<file path="src/rtl/jtag_port_pkg.sv">
package jtag_port_pkg;

  typedef enum logic [3:0] {
    TS_RESET, TS_IDLE,
    TS_SEL_DR, TS_CAP_DR, TS_SHIFT_DR, TS_EXIT1_DR, TS_PAUSE_DR, TS_EXIT2_DR, TS_UPD_DR,
    TS_SEL_IR, TS_CAP_IR, TS_SHIFT_IR, TS_EXIT1_IR, TS_PAUSE_IR, TS_EXIT2_IR, TS_UPD_IR
  } tap_state_t;

  localparam int IR_W = 3;
  typedef logic [IR_W-1:0] opcode_t;

  localparam opcode_t OP_EXTEST   = 3'b000;
  localparam opcode_t OP_IDCODE   = 3'b001;
  localparam opcode_t OP_SAMPLE_Z = 3'b010;
  localparam opcode_t OP_SAMPLE   = 3'b100;
  localparam opcode_t OP_BYPASS   = 3'b111;
  localparam opcode_t IR_CAPTURE_PAT = 3'b001;

  typedef enum logic [1:0] {PATH_BYPASS, PATH_ID, PATH_BSCAN} dr_path_t;

  function automatic dr_path_t decode_op(opcode_t op);
    dr_path_t p;
    case (op)
      OP_IDCODE:                         p = PATH_ID;
      OP_SAMPLE, OP_SAMPLE_Z, OP_EXTEST: p = PATH_BSCAN;
      default:                           p = PATH_BYPASS;
    endcase
    return p;
  endfunction

endpackage

</file>
<file path="src/rtl/jtag_rst_sync.sv">
module jtag_rst_sync (
  input  logic tck,
  input  logic trst_n,
  output logic rst_n
);
  logic [1:0] sync_q;

  always_ff @(posedge tck or negedge trst_n) begin
    if (!trst_n) sync_q <= 2'b00;
    else         sync_q <= {sync_q[0], 1'b1};
  end

  assign rst_n = sync_q[1];
endmodule

</file>
<file path="src/rtl/jtag_tap_fsm.sv">
module jtag_tap_fsm
  import jtag_port_pkg::*;
(
  input  logic       tck,
  input  logic       rst_n,
  input  logic       tms,
  output tap_state_t state
);
  tap_state_t state_d;

  always_comb begin
    state_d = state;
    case (state)
      TS_RESET:    state_d = tms ? TS_RESET    : TS_IDLE;
      TS_IDLE:     state_d = tms ? TS_SEL_DR   : TS_IDLE;
      TS_SEL_DR:   state_d = tms ? TS_SEL_IR   : TS_CAP_DR;
      TS_CAP_DR:   state_d = tms ? TS_EXIT1_DR : TS_SHIFT_DR;
      TS_SHIFT_DR: state_d = tms ? TS_EXIT1_DR : TS_SHIFT_DR;
      TS_EXIT1_DR: state_d = tms ? TS_UPD_DR   : TS_PAUSE_DR;
      TS_PAUSE_DR: state_d = tms ? TS_EXIT2_DR : TS_PAUSE_DR;
      TS_EXIT2_DR: state_d = tms ? TS_UPD_DR   : TS_SHIFT_DR;
      TS_UPD_DR:   state_d = tms ? TS_SEL_DR   : TS_IDLE;
      TS_SEL_IR:   state_d = tms ? TS_RESET    : TS_CAP_IR;
      TS_CAP_IR:   state_d = tms ? TS_EXIT1_IR : TS_SHIFT_IR;
      TS_SHIFT_IR: state_d = tms ? TS_EXIT1_IR : TS_SHIFT_IR;
      TS_EXIT1_IR: state_d = tms ? TS_UPD_IR   : TS_PAUSE_IR;
      TS_PAUSE_IR: state_d = tms ? TS_EXIT2_IR : TS_PAUSE_IR;
      TS_EXIT2_IR: state_d = tms ? TS_UPD_IR   : TS_SHIFT_IR;
      TS_UPD_IR:   state_d = tms ? TS_SEL_DR   : TS_IDLE;
      default:     state_d = TS_RESET;
    endcase
  end

  always_ff @(posedge tck or negedge rst_n) begin
    if (!rst_n) state <= TS_RESET;
    else        state <= state_d;
  end
endmodule

</file>
<file path="src/rtl/jtag_ir.sv">
module jtag_ir
  import jtag_port_pkg::*;
(
  input  logic       tck,
  input  logic       rst_n,
  input  tap_state_t state,
  input  logic       tdi,
  output opcode_t    ir_sr,
  output opcode_t    ir_active
);
  opcode_t sr_d, act_d;
  logic    sr_en, act_en;

  always_comb begin
    sr_en  = (state == TS_CAP_IR) || (state == TS_SHIFT_IR);
    act_en = (state == TS_UPD_IR) || (state == TS_RESET);
    sr_d   = (state == TS_CAP_IR) ? IR_CAPTURE_PAT : {tdi, ir_sr[IR_W-1:1]};
    act_d  = (state == TS_RESET) ? OP_IDCODE : ir_sr;
  end

  always_ff @(posedge tck or negedge rst_n) begin
    if (!rst_n) begin
      ir_sr     <= IR_CAPTURE_PAT;
      ir_active <= OP_IDCODE;
    end else begin
      if (sr_en)  ir_sr     <= sr_d;
      if (act_en) ir_active <= act_d;
    end
  end
endmodule

</file>
<file path="src/rtl/jtag_dr.sv">
module jtag_dr
  import jtag_port_pkg::*;
#(
  parameter int          NPADS    = 12,
  parameter logic [31:0] ID_VALUE = 32'h1B6C_A0E3
) (
  input  logic             tck,
  input  logic             rst_n,
  input  tap_state_t       state,
  input  dr_path_t         path,
  input  logic             tdi,
  input  logic [NPADS-1:0] pad_levels,
  output logic             byp_q,
  output logic [31:0]      id_sr,
  output logic [NPADS-1:0] bs_sr
);
  localparam int ID_W = 32;

  logic             cap_en, shift_en;
  logic             byp_en, id_en, bs_en;
  logic             byp_d;
  logic [ID_W-1:0]  id_d;
  logic [NPADS-1:0] bs_d, bs_shift;

  generate
    if (NPADS == 1) begin : g_bs_one
      assign bs_shift = tdi;
    end else begin : g_bs_many
      assign bs_shift = {tdi, bs_sr[NPADS-1:1]};
    end
  endgenerate

  always_comb begin
    cap_en   = (state == TS_CAP_DR);
    shift_en = (state == TS_SHIFT_DR);
    byp_en   = (cap_en || shift_en) && (path == PATH_BYPASS);
    id_en    = (cap_en || shift_en) && (path == PATH_ID);
    bs_en    = (cap_en || shift_en) && (path == PATH_BSCAN);
    byp_d    = cap_en ? 1'b0 : tdi;
    id_d     = cap_en ? ID_VALUE : {tdi, id_sr[ID_W-1:1]};
    bs_d     = cap_en ? pad_levels : bs_shift;
  end

  always_ff @(posedge tck or negedge rst_n) begin
    if (!rst_n) begin
      byp_q <= 1'b0;
      id_sr <= '0;
      bs_sr <= '0;
    end else begin
      if (byp_en) byp_q <= byp_d;
      if (id_en)  id_sr <= id_d;
      if (bs_en)  bs_sr <= bs_d;
    end
  end
endmodule

</file>
<file path="src/rtl/jtag_sample_port.sv">
module jtag_sample_port
  import jtag_port_pkg::*;
#(
  parameter int          NPADS    = 12,
  parameter logic [31:0] ID_VALUE = 32'h1B6C_A0E3
) (
  input  logic             tck,
  input  logic             trst_n,
  input  logic             tms,
  input  logic             tdi,
  input  logic [NPADS-1:0] pad_levels,
  output logic             tdo,
  output logic             tdo_en
);
  logic             rst_n;
  tap_state_t       state;
  opcode_t          ir_sr, ir_active;
  dr_path_t         path;
  logic             byp_q;
  logic [31:0]      id_sr;
  logic [NPADS-1:0] bs_sr;
  logic             tdo_d, tdo_en_d;

  jtag_rst_sync u_rst (.tck(tck), .trst_n(trst_n), .rst_n(rst_n));

  jtag_tap_fsm u_fsm (.tck(tck), .rst_n(rst_n), .tms(tms), .state(state));

  jtag_ir u_ir (
    .tck(tck), .rst_n(rst_n), .state(state), .tdi(tdi),
    .ir_sr(ir_sr), .ir_active(ir_active)
  );

  assign path = decode_op(ir_active);

  jtag_dr #(.NPADS(NPADS), .ID_VALUE(ID_VALUE)) u_dr (
    .tck(tck), .rst_n(rst_n), .state(state), .path(path), .tdi(tdi),
    .pad_levels(pad_levels), .byp_q(byp_q), .id_sr(id_sr), .bs_sr(bs_sr)
  );

  always_comb begin
    tdo_en_d = (state == TS_SHIFT_IR) || (state == TS_SHIFT_DR);
    tdo_d    = 1'b0;
    if (state == TS_SHIFT_IR) begin
      tdo_d = ir_sr[0];
    end else if (state == TS_SHIFT_DR) begin
      case (path)
        PATH_ID:    tdo_d = id_sr[0];
        PATH_BSCAN: tdo_d = bs_sr[0];
        default:    tdo_d = byp_q;
      endcase
    end
  end

  always_ff @(negedge tck or negedge rst_n) begin
    if (!rst_n) begin
      tdo    <= 1'b0;
      tdo_en <= 1'b0;
    end else begin
      tdo    <= tdo_d;
      tdo_en <= tdo_en_d;
    end
  end
endmodule

</file>
<file path="config.mk">
export PLATFORM = sky130hd
export DESIGN_NAME = jtag_sample_port
export DESIGN_NICKNAME = d
export VERILOG_FILES = /design/src/rtl/jtag_port_pkg.sv /design/src/rtl/jtag_rst_sync.sv /design/src/rtl/jtag_tap_fsm.sv /design/src/rtl/jtag_ir.sv /design/src/rtl/jtag_dr.sv /design/src/rtl/jtag_sample_port.sv
export SDC_FILE = /design/constraint.sdc
export NUM_CORES = 1
export LEC_CHECK = 0
export BUFFER_PORTS_ARGS = -buffer_cell sky130_fd_sc_hd__buf_2
export CAP_MARGIN = 40
export CORE_MARGIN = 3
export CORE_UTILIZATION = 26
export DETAILED_ROUTE_END_ITERATION = 12
export GPL_ROUTABILITY_DRIVEN = 0
export PLACE_DENSITY = 0.52
export SETUP_SLACK_MARGIN = 0.3
export SYNTH_ARGS = -nofsm -noshare
export SYNTH_HDL_FRONTEND = slang
export SYNTH_SLANG_ARGS = --single-unit
</file>
<file path="constraint.sdc">
create_clock -name tck -period 1.9 [get_ports tck]
set_input_delay 0.095 -clock tck [delete_from_list [all_inputs] [get_ports tck]]
set_output_delay 0.095 -clock tck [all_outputs]
set_load 0.02 [all_outputs]
</file>
## Yosys cells after proc, flatten, opt, wreduce, memory -nomap -nowiden

Cells that the tools add are included.

| cells by class | value |
|---|---|
| equal/unequal tests | 20 |
| muxes and demuxes | 22 |
| reduce and logical (&&, ||, !) cells | 14 |

Operators by type and width:

| cell | number |
|---|---|
| 4-bit case mux with 12 select lines | 1 |
| 4-bit == test, second input constant | 8 |
| 32-bit two-way mux | 1 |
| 4-bit by 3-bit == test with 1-bit output, second input constant | 4 |
| 4-bit two-way mux | 4 |
| 12-bit two-way mux | 1 |
| 3-bit two-way mux | 4 |
| 4-bit by 2-bit == test with 1-bit output, second input constant | 2 |
| 1-bit two-way mux | 6 |
| 2-bit two-way mux | 3 |
| 3-bit OR reduction | 2 |
| 4-bit by 1-bit == test with 1-bit output, second input constant | 1 |
| 4-bit logical NOT | 1 |
| 1-bit logical OR | 4 |
| 2-bit case mux with 2 select lines | 1 |
| 2-bit OR reduction | 2 |
| 3-bit by 1-bit == test with 1-bit output, second input constant | 1 |
| 3-bit by 2-bit == test with 1-bit output, second input constant | 1 |
| 3-bit == test, second input constant | 1 |
| 1-bit logical AND | 3 |
| 3-bit logical NOT | 1 |
| 2-bit by 1-bit == test with 1-bit output, second input constant | 1 |
| 2-bit == test, second input constant | 1 |
| 2-bit logical NOT | 1 |
| 1-bit case mux with 2 select lines | 1 |

| word-level totals | value |
|---|---|
| logic and storage cells | 65 |
| bits in registers | 59 |
| output and inout bits | 2 |

## Logic depth before layout (Yosys ltp)

Gate-level depths: netlist of run 1.

| logic depth | value |
|---|---|
| depth after elaboration | 7 |
| mapped depth | 8 |

## Hierarchy

A second synthesis of run 1 with hierarchy kept.

| unflattened totals | value |
|---|---|
| cell total of the unflattened synthesis | 253 |
| area total of the unflattened synthesis | 2949.1 sq um |

By module, submodules not included:

| module | seq. area each (sq um) | cells an instance | times used | area an instance (sq um) |
|---|---|---|---|---|
| jtag_dr | 1126.1 | 166 | 1 | 2124.5 |
| jtag_tap_fsm | 100.1 | 37 | 1 | 314.1 |
| jtag_ir | 152.6 | 29 | 1 | 281.5 |
| jtag_sample_port | 50.0 | 18 | 1 | 175.2 |
| jtag_rst_sync | 50.0 | 3 | 1 | 53.8 |

==> results of run 1 <==
[routing by layer]
layer | vias to the layer above | global-route usage | part of all wire
li1 | 1099 | - | -
met1 | 1050 | 0.1474 | 0.49
met2 | 27 | 0.1736 | 0.47
met3 | 7 | 0.02220 | 0.023
met4 | 0 | 0.04328 | 0.014
met5 | - | 0 | 0
[worst reg2reg max path: cells and delay by family (launching register included)]
kind / cells / cell delay (ns)
buffers and inverters: 1 / 0.04
flip-flops: 1 / 0.54
AND/OR/NAND/NOR: 1 / 0.34
AO/OA/AOI/OAI: 3 / 0.41
adder cells (fa/ha/maj): 1 / 0.17
[area by class of cell]
class,instances,area [sq um]
clock inverters,5,53.80
repair buffers,67,738.2
flip-flops and latches,59,1483
inverters,7,26.28
fillers,990,6120
well taps,133,166.4
multi-input cells,204,1226
clock buffers,11,141.4
[cell usage in the layout (no fill, tap or decap), drive strengths merged, types with 2 or more instances in the layout]
cell    count
nor2       20
clkbuf     12
or3         3
mux2i      12
dfstp       2
dfrtn       2
inv         7
a31oi       2
o22ai       3
nand3       3
a22o        2
dfrtp      55
a21oi       9
clkinv      4
nand2      71
buf        64
o21ai      59
ha          3
[flip-flops by register name, indices dropped and copies added, names as in the netlist]
signal,count
tdo,1
tdo_en,1
u_dr.bs_sr,12
u_dr.byp_q,1
u_dr.id_sr,32
u_fsm.state,4
u_ir.ir_active,3
u_ir.ir_sr,3
u_rst.sync_q,2
[through the flow]
| stage | std cells | TNS (ns) | instance area [sq um] |
|---|---|---|---|
| floorplan | 289 | -0.8721 | 2770 |
| global placement | 442 | -0.7022 | 3080 |
| finish | 486 | -4.733 | 3835 |
| detailed placement | 442 | -0.7277 | 3080 |
| CTS | 479 | -5.772 | 3665 |
| global route | 486 | -7.313 | 3835 |
[kinds of logic (layout without fill, tap and decap cells)]
group	count (synthesis)	after routing
muxes	12	12
other	1	1
AOI/OAI and AO/OA	80	83
and+or+nand+nor	104	104
buffers and inverters	29	90
adders and majority gates	3	3
xor gates and xnor gates	1	1
DFF	59	59
[timing repair]
action	4_1_cts	5_1_grt
cloned	9	1
endpoints found under the hold margin	2	0
hold buffers	1	0
pin swaps	2	8
setup endpoints to repair	49	49
gates resized for setup	24	22
buffers inserted	11	6
[worst paths after layout]
| path | startpoint | endpoint | depth (start not counted) |
|---|---|---|---|
| worst max-delay path | u_ir.ir_active[0] | tdo | 6 |
| worst min-delay path | pad_levels[3] | u_dr.bs_sr[3] | 3 |
| worst max register to register | u_ir.ir_active[0] | tdo | 6 |
| worst min register to register | u_rst.sync_q[1] | u_dr.bs_sr[0] | 0 |
| max in group asynchronous | u_rst.sync_q[1] | tdo_en | 0 |
| min in group asynchronous | trst_n | u_rst.sync_q[1] | 2 |
[report_power, final]
| part | total [W] | leakage (nW) | switching (W) | internal [W] |
|---|---|---|---|---|
| Clock | 0.00112 | 0.103 | 0.000483 | 0.000637 |
| Sequential | 0.00206 | 0.737 | 0.000302 | 0.00176 |
| Combinational | 0.00369 | 0.872 | 0.00167 | 0.00202 |
| Total | 0.00687 | 1.71 | 0.00246 | 0.00441 |
==> impl_metrics.tcl, run 1 <==
set metrics [dict create \
    routed_wirelength_mm 6.214 \
    postRouteAntennaNets 0 \
    cts_tree "yes" \
    htreeDepth 3 \
    hold_viol_final 0 \
    critical_path.top_delay_family "flip-flops" \
    synth_common_cells "nand2_1 (71), dfrtp_1 (55), o21ai_1 (44)" \
    worstSetupStartpointType "flop" \
    fin_util 0.3852 \
    crit_path_max_fanout 2 \
    synth.area.top_cells "dfrtp_1 (51%), nand2_1 (9.9%), o21ai_1 (8.2%)" \
    die_h_microns 107.9 \
    yosys.cell_count.top_type "nand2_1" \
    antenna_found_initial 0 \
    whs_ns 0.04931 \
    synth_fp_nets 308 \
    min_path_type "in -> reg" \
    drv_cap 0 \
    p_per_area_nw_per_um2 1792 \
    boundaryPins 18 \
    synth_edf_count 0 \
    synthArstFlopShare 1.000 \
    cts_root_buf "clkbuf_8" \
    nNetsFinal 367 \
    place_ws_ns -0.7117 \
    muxShareOfSynthArea 0.04449 \
    reg2reg_slack_ns -0.71 \
    avgSynthCellArea_sq_um 9.343 \
    wl_per_cell_microns 12.79 \
    vias 2183 \
    crit_chain "inv_2 > or3_4 > ha_4 > a22oi_2 > o21ai_1 > a22o_1" \
    critPathArrivalTime_ns 1.82 \
    grt_pass1_vias 2081 \
    synthSimpleGateAreaFrac 0.1687 \
    final_layout_size_suffix_gt1_frac 0.3173 \
    grt_remaining_overflow 0 \
    grt_max_degree 39 \
    synth.top_cell.area_share 0.5097 \
    leakagePower_nw 1.712 \
    cpMaxStageDelayCell "dfstp_2" \
    worstSkewPairLatency_ns 0.32 \
    grt_pass1_wl_mm 10.23 \
    timing.clock.skew_ns 0.01196 \
    drc 0 \
    core.rowCount 36 \
    syn-instance-count 289 \
    synth_top_family_by_area "simple AND/OR/NAND/NOR gates" \
    chipWidth_microns 107.9 \
    ir_drop_mv 0.7806 \
    initial_core_util 0.2712 \
    dieArea_sq_um 11640 \
    outcome "finished, violations left" \
    required_ns 1.11 \
    synth-seq-cells 59 \
    cts_inserted_buffers 9 \
    slowest_delay_ns 0.54 \
    grt_usage 0.1097 \
    synth_fa_ha_area_frac 0.01390 \
    rsz0062_at_grt "yes" \
    core_sq_um 9955 \
    areaGrowthSynthToFinish_pct 42.03 \
    insertedDiodeCount 0 \
    clk_pin_slew_ns 0.07 \
    yosysWarnings 0 \
    port_buffers 17 \
    cp_num_buf_inv 1 \
    synthXorXnorAreaFrac 0.003244 \
    fin_ws_ns -0.7076 \
    clockBufferDepth 2 \
    synth_flop_cell "dfrtp_1" \
    yosysTopAreaCell "dfrtp_1" \
    critPathKind "reg -> reg" \
    vias_per_cell 4.492 \
    p_total_w 0.006872 \
    synth.distinct_cells 38 \
    end_kind "flop" \
    synth-seq-area-share 0.5477 \
    cts.sinks 59 \
    drtPass1Iterations 4 \
    dp_hpwl_mm 3.457 \
    synth_area_sq_um 2700 \
    first_iter_violations 116 \
    slew_headroom 0.5774 \
    slew_violations 0 \
    setup_viol 34 \
    worst_slew_pin_slew_ns 0.6338 \
    violations "setup timing" \
    synth-compound-area-share 0.1673 \
]
No activity file was read; power rests on OpenSTA's default activity.
==> run 2: changes to the inputs <==
--- a/config.mk
+++ b/config.mk
@@ -9,10 +9,12 @@
 export CAP_MARGIN = 40
 export CORE_MARGIN = 3
 export CORE_UTILIZATION = 26
+export CTS_BUF_LIST = sky130_fd_sc_hd__clkbuf_16
 export DETAILED_ROUTE_END_ITERATION = 12
 export GPL_ROUTABILITY_DRIVEN = 0
 export PLACE_DENSITY = 0.52
 export SETUP_SLACK_MARGIN = 0.3
 export SYNTH_ARGS = -nofsm -noshare
 export SYNTH_HDL_FRONTEND = slang
+export SYNTH_HIERARCHICAL = 1
 export SYNTH_SLANG_ARGS = --single-unit
==> run 2 against run 1 <==
Clock power grew 40%. Synthesized area grew 9.2%. Critical path depth shrank 1. The flow still finishes with violations (setup timing). Power grew 19%. Via count shrank 2.8%. Largest power group unchanged.
==> impl_metrics.tcl, run 2 <==
set metrics [dict create \
    outcome "finished, violations left" \
    violations "setup timing" \
    synthArstFlopShare 1.000 \
    rsz0062_at_grt "yes" \
    synth_fp_nets 272 \
    drtPass1Iterations 4 \
    intPower_w 0.005538 \
    initial_core_util 0.2685 \
    wl_per_cell_microns 13.53 \
    setup_viol 49 \
    vias_per_cell 4.505 \
    p_clk_frac 0.192 \
    critPathKind "reg -> reg" \
    cts_tree "yes" \
    rr_worst_depth 5 \
    required_ns 1.11 \
    largest_reg_flops 32 \
    reg2reg_slack_ns -0.55 \
    nNetsFinal 345 \
    grt_usage 0.1059 \
    p_sw_w 0.002634 \
    drv_cap 0 \
    fin_ws_ns -0.5472 \
    clk_pin_slew_ns 0.06 \
    grt_max_degree 36 \
    areaGrowthSynthToFinish_pct 46.16 \
    boundaryPins 18 \
    core.rowCount 38 \
    yosysTopAreaCell "dfrtp_1" \
    worstSkewPairLatency_ns 0.32 \
    seqPwrFrac 0.254 \
    synth_edf_count 0 \
    ir_drop_mv 0.9349 \
    vias 2122 \
    yosysWarnings 6 \
    switching_share 0.3223 \
    antenna_found_initial 0 \
    crit_path_max_fanout 4 \
    grt_pass1_vias 2183 \
    synth_common_cells "dfrtp_1 (55), nand2_1 (28), mux2_2 (27)" \
    insertedDiodeCount 0 \
    synth-compound-area-share 0.09164 \
    cts_root_buf "clkbuf_16" \
    htreeDepth 3 \
    whs_path_depth 2 \
    slew_violations 0 \
    synth_fa_ha_area_frac 0.01273 \
    min_path_type "in -> reg" \
    timing.clock.skew_ns 0.01002 \
    die_h_microns 112.5 \
    routed_wirelength_mm 6.371 \
    hold_viol_final 0 \
    muxShareOfSynthArea 0.1981 \
    clockBufferDepth 2 \
    r2r-start "u_ir/ir_active[0]" \
    dp_hpwl_mm 3.654 \
    top_regs "u_dr/id_sr x32, u_dr/bs_sr x12, u_fsm/state x4" \
    cts.sinks 59 \
    synth.distinct_cells 54 \
    dieArea_sq_um 12660 \
    critPathArrivalTime_ns 1.66 \
    synth_flop_cell "dfrtp_1" \
    rr_endpoint "tdo" \
    syn-instance-count 253 \
    port_buffers 17 \
    cts_inserted_buffers 9 \
    core_sq_um 10980 \
    hold_start "tms" \
    synthSimpleGateAreaFrac 0.1336 \
    fillers 1043 \
    final_layout_size_suffix_gt1_frac 0.5045 \
    end_kind "flop" \
    synth.area.top_cells "dfrtp_1 (47%), mux2_2 (10%), mux2_4 (5.1%)" \
    synth_top_family_by_area "multiplexers" \
    max_flop_register "u_dr/id_sr" \
    synth_area_sq_um 2949 \
    hold_path_end "u_fsm/state[0]" \
    grt_pass1_wl_mm 10.81 \
    first_iter_violations 64 \
    postRouteAntennaNets 0 \
    synthXorXnorAreaFrac 0 \
    place_area_sq_um 3376 \
    worstSetupStartpointType "flop" \
    final_common_cell "dfrtp_1" \
    synth.top_cell.area_share 0.4667 \
    grt_remaining_overflow 0 \
    multi_input_area_sq_um 1496 \
    chipWidth_microns 112.5 \
    final_area_sq_um 4310 \
    avgSynthCellArea_sq_um 11.66 \
    synth-seq-area-share 0.5015 \
    combPwrFrac 0.554 \
    yosys.cell_count.top_type "dfrtp_1" \
    regArea_sq_um 1485 \
    p_per_area_nw_per_um2 1896 \
    place_ws_ns -0.5524 \
    drc 0 \
    layout_common_cells "dfrtp_1 (52), nand2_1 (28), buf_4 (25), mux2_4 (25), buf_6 (23)" \
    synth-seq-cells 59 \
    leakagePower_nw 2.001 \
]
[run 2: cell types whose count changed after synthesis, moves of 10 or more]
cell     delta
o21ai_1    -44
nand2_1    -43
mux2_2     +27
inv_1      +13
nor2_1     -13
mux2_4     +10
[run 2: cell type report]
class,count,share of cell area
well taps,140,0.04064
inverters,20,0.01742
repair buffers,76,0.1820
multi-input cells,160,0.3472
clock inverters,7,0.01597
clock buffers,9,0.05225
flip-flops and latches,59,0.3446
[run 2: cells by family after synthesis]
kind of cell	count (synthesis)
buffers and inverters	34
other	1
AOI/OAI and AO/OA	36
DFF	59
adders and majority gates	3
muxes	50
and+or+nand+nor	70
[run 2: worst max-delay path, cell delays in order (launching register included)]
cell      delay (ns)
dfstp_2         0.55
nor3b_4         0.21
inv_2           0.05
ha_2            0.17
a221oi_2        0.24
o32ai_1         0.11
[run 2: worst max-delay path by stage]
| stage | start | end | slack (ns) | cells after the start |
|---|---|---|---|---|
| 3_3_place_gp | u_ir/ir_active[0] | tdo | -0.50 | 5 |
| 2_1_floorplan | u_ir/ir_active[0] | tdo | -0.50 | 5 |
| 4_1_cts | u_ir/ir_active[0] | tdo | -0.55 | 5 |
| 3_5_place_dp | u_ir/ir_active[0] | tdo | -0.55 | 5 |
| 6_report | u_ir/ir_active[0] | tdo | -0.55 | 5 |
| 5_1_grt | u_ir/ir_active[0] | tdo | -0.66 | 5 |
[run 2: metrics by stage]
stage / hold WS, ns / total power (W) / TNS, ns / cells / utilization
2_1_floorplan: -0.2006 / 0.004321 / -2.171 / 253 / -
3_3_place_gp: -0.1162 / 0.004929 / -7.768 / 422 / 0.3074
3_5_place_dp: -0.1149 / 0.004992 / -7.634 / 422 / 0.3074
4_1_cts: 0.04442 / 0.007851 / -9.761 / 468 / 0.3828
5_1_grt: 0.07883 / 0.008738 / -15.98 / 471 / 0.3925
6_report: 0.06723 / 0.008172 / -11.49 / 471 / 0.3925
[run 2: timing repair]
item,in CTS,in global routing
pin swaps,7,9
endpoints found under the setup margin,49,55
endpoints found under the hold margin,2,0
hold buffers,1,0
gates cloned,6,0
buffers inserted,23,3
resized for setup,52,17
[run 2: routing by layer]
metal | share of wire | GRT usage
met1 | 0.48 | 0.1434
met5 | 0 | 0
met2 | 0.49 | 0.1625
met4 | 0.0096 | 0.02885
met3 | 0.027 | 0.03558
[run 2: power groups by stage]
| stage | registers, W | logic, W | clock network [W] |
|---|---|---|---|
| global placement | 0.00204 | 0.00289 | 0 |
| global route | 0.00214 | 0.00493 | 0.00167 |
| detailed placement | 0.00205 | 0.00294 | 0 |
| floorplan | 0.00210 | 0.00222 | 0 |
| CTS | 0.00206 | 0.00417 | 0.00162 |
| finish | 0.00207 | 0.00453 | 0.00157 |
==> run 3: changes to the inputs <==
--- a/config.mk
+++ b/config.mk
@@ -16,5 +16,4 @@
 export SETUP_SLACK_MARGIN = 0.3
 export SYNTH_ARGS = -nofsm -noshare
 export SYNTH_HDL_FRONTEND = slang
-export SYNTH_HIERARCHICAL = 1
 export SYNTH_SLANG_ARGS = --single-unit
==> run 3 against run 2 <==
Sequential cell count did not move. Critical path depth grew 1. Core utilization rose by 0.75 points. The run still ends with setup timing left. Critical endpoint unchanged. Register-to-register slack got worse by 0.15 ns. Clock power about the same. Largest power group unchanged. Clock skew shrank 0.0015 ns. Non-clock buffer count fell by 5.
==> impl_metrics.tcl, run 3 (synthesized netlist as in run 1, its figures left out) <==
set metrics [dict create \
    vias 2246 \
    grt_max_degree 39 \
    slew_violations 0 \
    largest_reg_flops 32 \
    die_h_microns 107.9 \
    crit_path_max_fanout 2 \
    ir_drop_mv 0.8599 \
    worstSkewPairLatency_ns 0.33 \
    port_buffers 17 \
    rr_worst_depth 6 \
    outcome "finished, violations left" \
    nNetsFinal 372 \
    max_flop_register "u_dr.id_sr" \
    cts_inserted_buffers 9 \
    final_common_cell "nand2_1" \
    p_per_area_nw_per_um2 1894 \
    drc 0 \
    cts_tree "yes" \
    clk_pin_slew_ns 0.05 \
    drv_cap 0 \
    setup_viol 36 \
    drtPass1Iterations 4 \
    grt_remaining_overflow 0 \
    cts_root_buf "clkbuf_16" \
    dp_hpwl_mm 3.457 \
    hold_viol_final 0 \
    htreeDepth 3 \
    slowest_delay_ns 0.53 \
    min_path_type "in -> reg" \
    grt_usage 0.1165 \
    critPathKind "reg -> reg" \
    first_iter_violations 159 \
    critical_path.top_delay_family "flip-flops" \
    required_ns 1.12 \
    fin_ws_ns -0.6935 \
    grt_pass1_wl_mm 10.69 \
    cpMaxStageDelayCell "dfstp_2" \
    postRouteAntennaNets 0 \
    tns_ns -7.031 \
    timing.clock.skew_ns 0.008558 \
    worst_slew_pin_slew_ns 0.6334 \
    p_total_w 0.007540 \
    slew_headroom 0.5777 \
    core.rowCount 36 \
    end_kind "flop" \
    vias_per_cell 4.574 \
    clockBufferDepth 2 \
    routed_wirelength_mm 6.627 \
    wl_per_cell_microns 13.50 \
    chipWidth_microns 107.9 \
    initial_core_util 0.2712 \
    insertedDiodeCount 0 \
    boundaryPins 18 \
    worstSetupStartpointType "flop" \
    antenna_found_initial 0 \
    whs_path_depth 3 \
    dieArea_sq_um 11640 \
    cp_num_buf_inv 1 \
    regArea_sq_um 1486 \
    fillers 965 \
    critPathArrivalTime_ns 1.82 \
    instances_no_fill 491 \
    place_inst 442 \
    core_sq_um 9955 \
    final_layout_size_suffix_gt1_frac 0.3268 \
    areaGrowthSynthToFinish_pct 47.45 \
    violations "setup timing" \
    crit_chain "inv_2 > or3_4 > ha_4 > a22oi_2 > o21ai_1 > a22o_1" \
    leakagePower_nw 1.774 \
    top_regs "u_dr.id_sr x32, u_dr.bs_sr x12, u_fsm.state x4" \
    cts.sinks 59 \
    grt_pass1_vias 2155 \
    layout_common_cells "nand2_1 (69), dfrtp_1 (51), o21ai_1 (36)" \
    multi_input_area_sq_um 1226 \
    path_depth 6 \
    rsz0062_at_grt "yes" \
]
[run 3: changes by cell type in the layout (fill, tap and decap cells not counted), moves of 5 or more]
cell,delta
nand2_1,+41
o21ai_1,+36
mux2_4,-25
nor2_1,+14
inv_1,-13
mux2_2,-12
o21ai_2,+9
buf_6,-6
o21ai_4,+6
nor4_1,-5
[run 3: report_power, final]
part | leakage, nW | switching (W) | total (W) | internal (W)
logic | 0.892 | 0.00178 | 0.00391 | 0.00212
clock network | 0.148 | 0.000550 | 0.00155 | 0.000998
registers | 0.734 | 0.000319 | 0.00209 | 0.00177
[run 3: cell type report]
class / count / share of cell area
sequential: 59 / 0.3734
inverter: 7 / 0.006600
timing repair buffer: 71 / 0.1983
clock buffer: 9 / 0.05657
tap: 133 / 0.04180
clock inverter: 7 / 0.01540
multi-input combinational: 205 / 0.3080
[run 3: metal layers]
layer / track usage / part of all wire / wire (microns) / up-vias
met5: 0 / 0 / 0 / -
met4: 0.04599 / 0.019 / 126 / 0
met3: 0.02939 / 0.025 / 166 / 11
met2: 0.1838 / 0.47 / 3115 / 30
met1: 0.1534 / 0.49 / 3219 / 1090
li1: - / - / - / 1115
[run 3: what timing repair did]
item | CTS | global route
gates resized for setup | 27 | 24
hold buffers | 1 | 0
endpoints found under the hold margin | 2 | 0
setup endpoints to repair | 49 | 49
setup buffers | 11 | 9
gates cloned | 11 | 1
pin swaps | 3 | 7
[run 3: worst register-to-register path: cells and delay by family, from the launching register on]
kind	cells	cell delay, ns
DFF	1	0.53
adders and majority gates	1	0.17
buffers and inverters	1	0.04
AOI/OAI and AO/OA	3	0.41
and+or+nand+nor	1	0.34
[run 3: final timing paths]
check | from | endpoint | slack [ns]
max reg2reg | u_ir.ir_active[0] | tdo | -0.69
min reg2reg | u_rst.sync_q[1] | u_dr.bs_sr[0] | 0.22
max in group asynchronous | u_rst.sync_q[1] | tdo | 0.59
min in group asynchronous | trst_n | u_rst.sync_q[0] | 0.09
min | pad_levels[3] | u_dr.bs_sr[3] | 0.05
max | u_ir.ir_active[0] | tdo | -0.69
[run 3: stage by stage]
stage / hold slack [ns] / instance area (sq um) / setup slack (ns) / utilization
4_1_cts: 0.04371 / 3791 / -0.6820 / 0.3808
2_1_floorplan: -0.2006 / 2770 / -0.6710 / -
3_3_place_gp: -0.1183 / 3080 / -0.6736 / 0.3095
3_5_place_dp: -0.1165 / 3080 / -0.7117 / 0.3095
5_1_grt: 0.05316 / 3981 / -0.7358 / 0.4000
6_report: 0.04699 / 3981 / -0.6935 / 0.4000
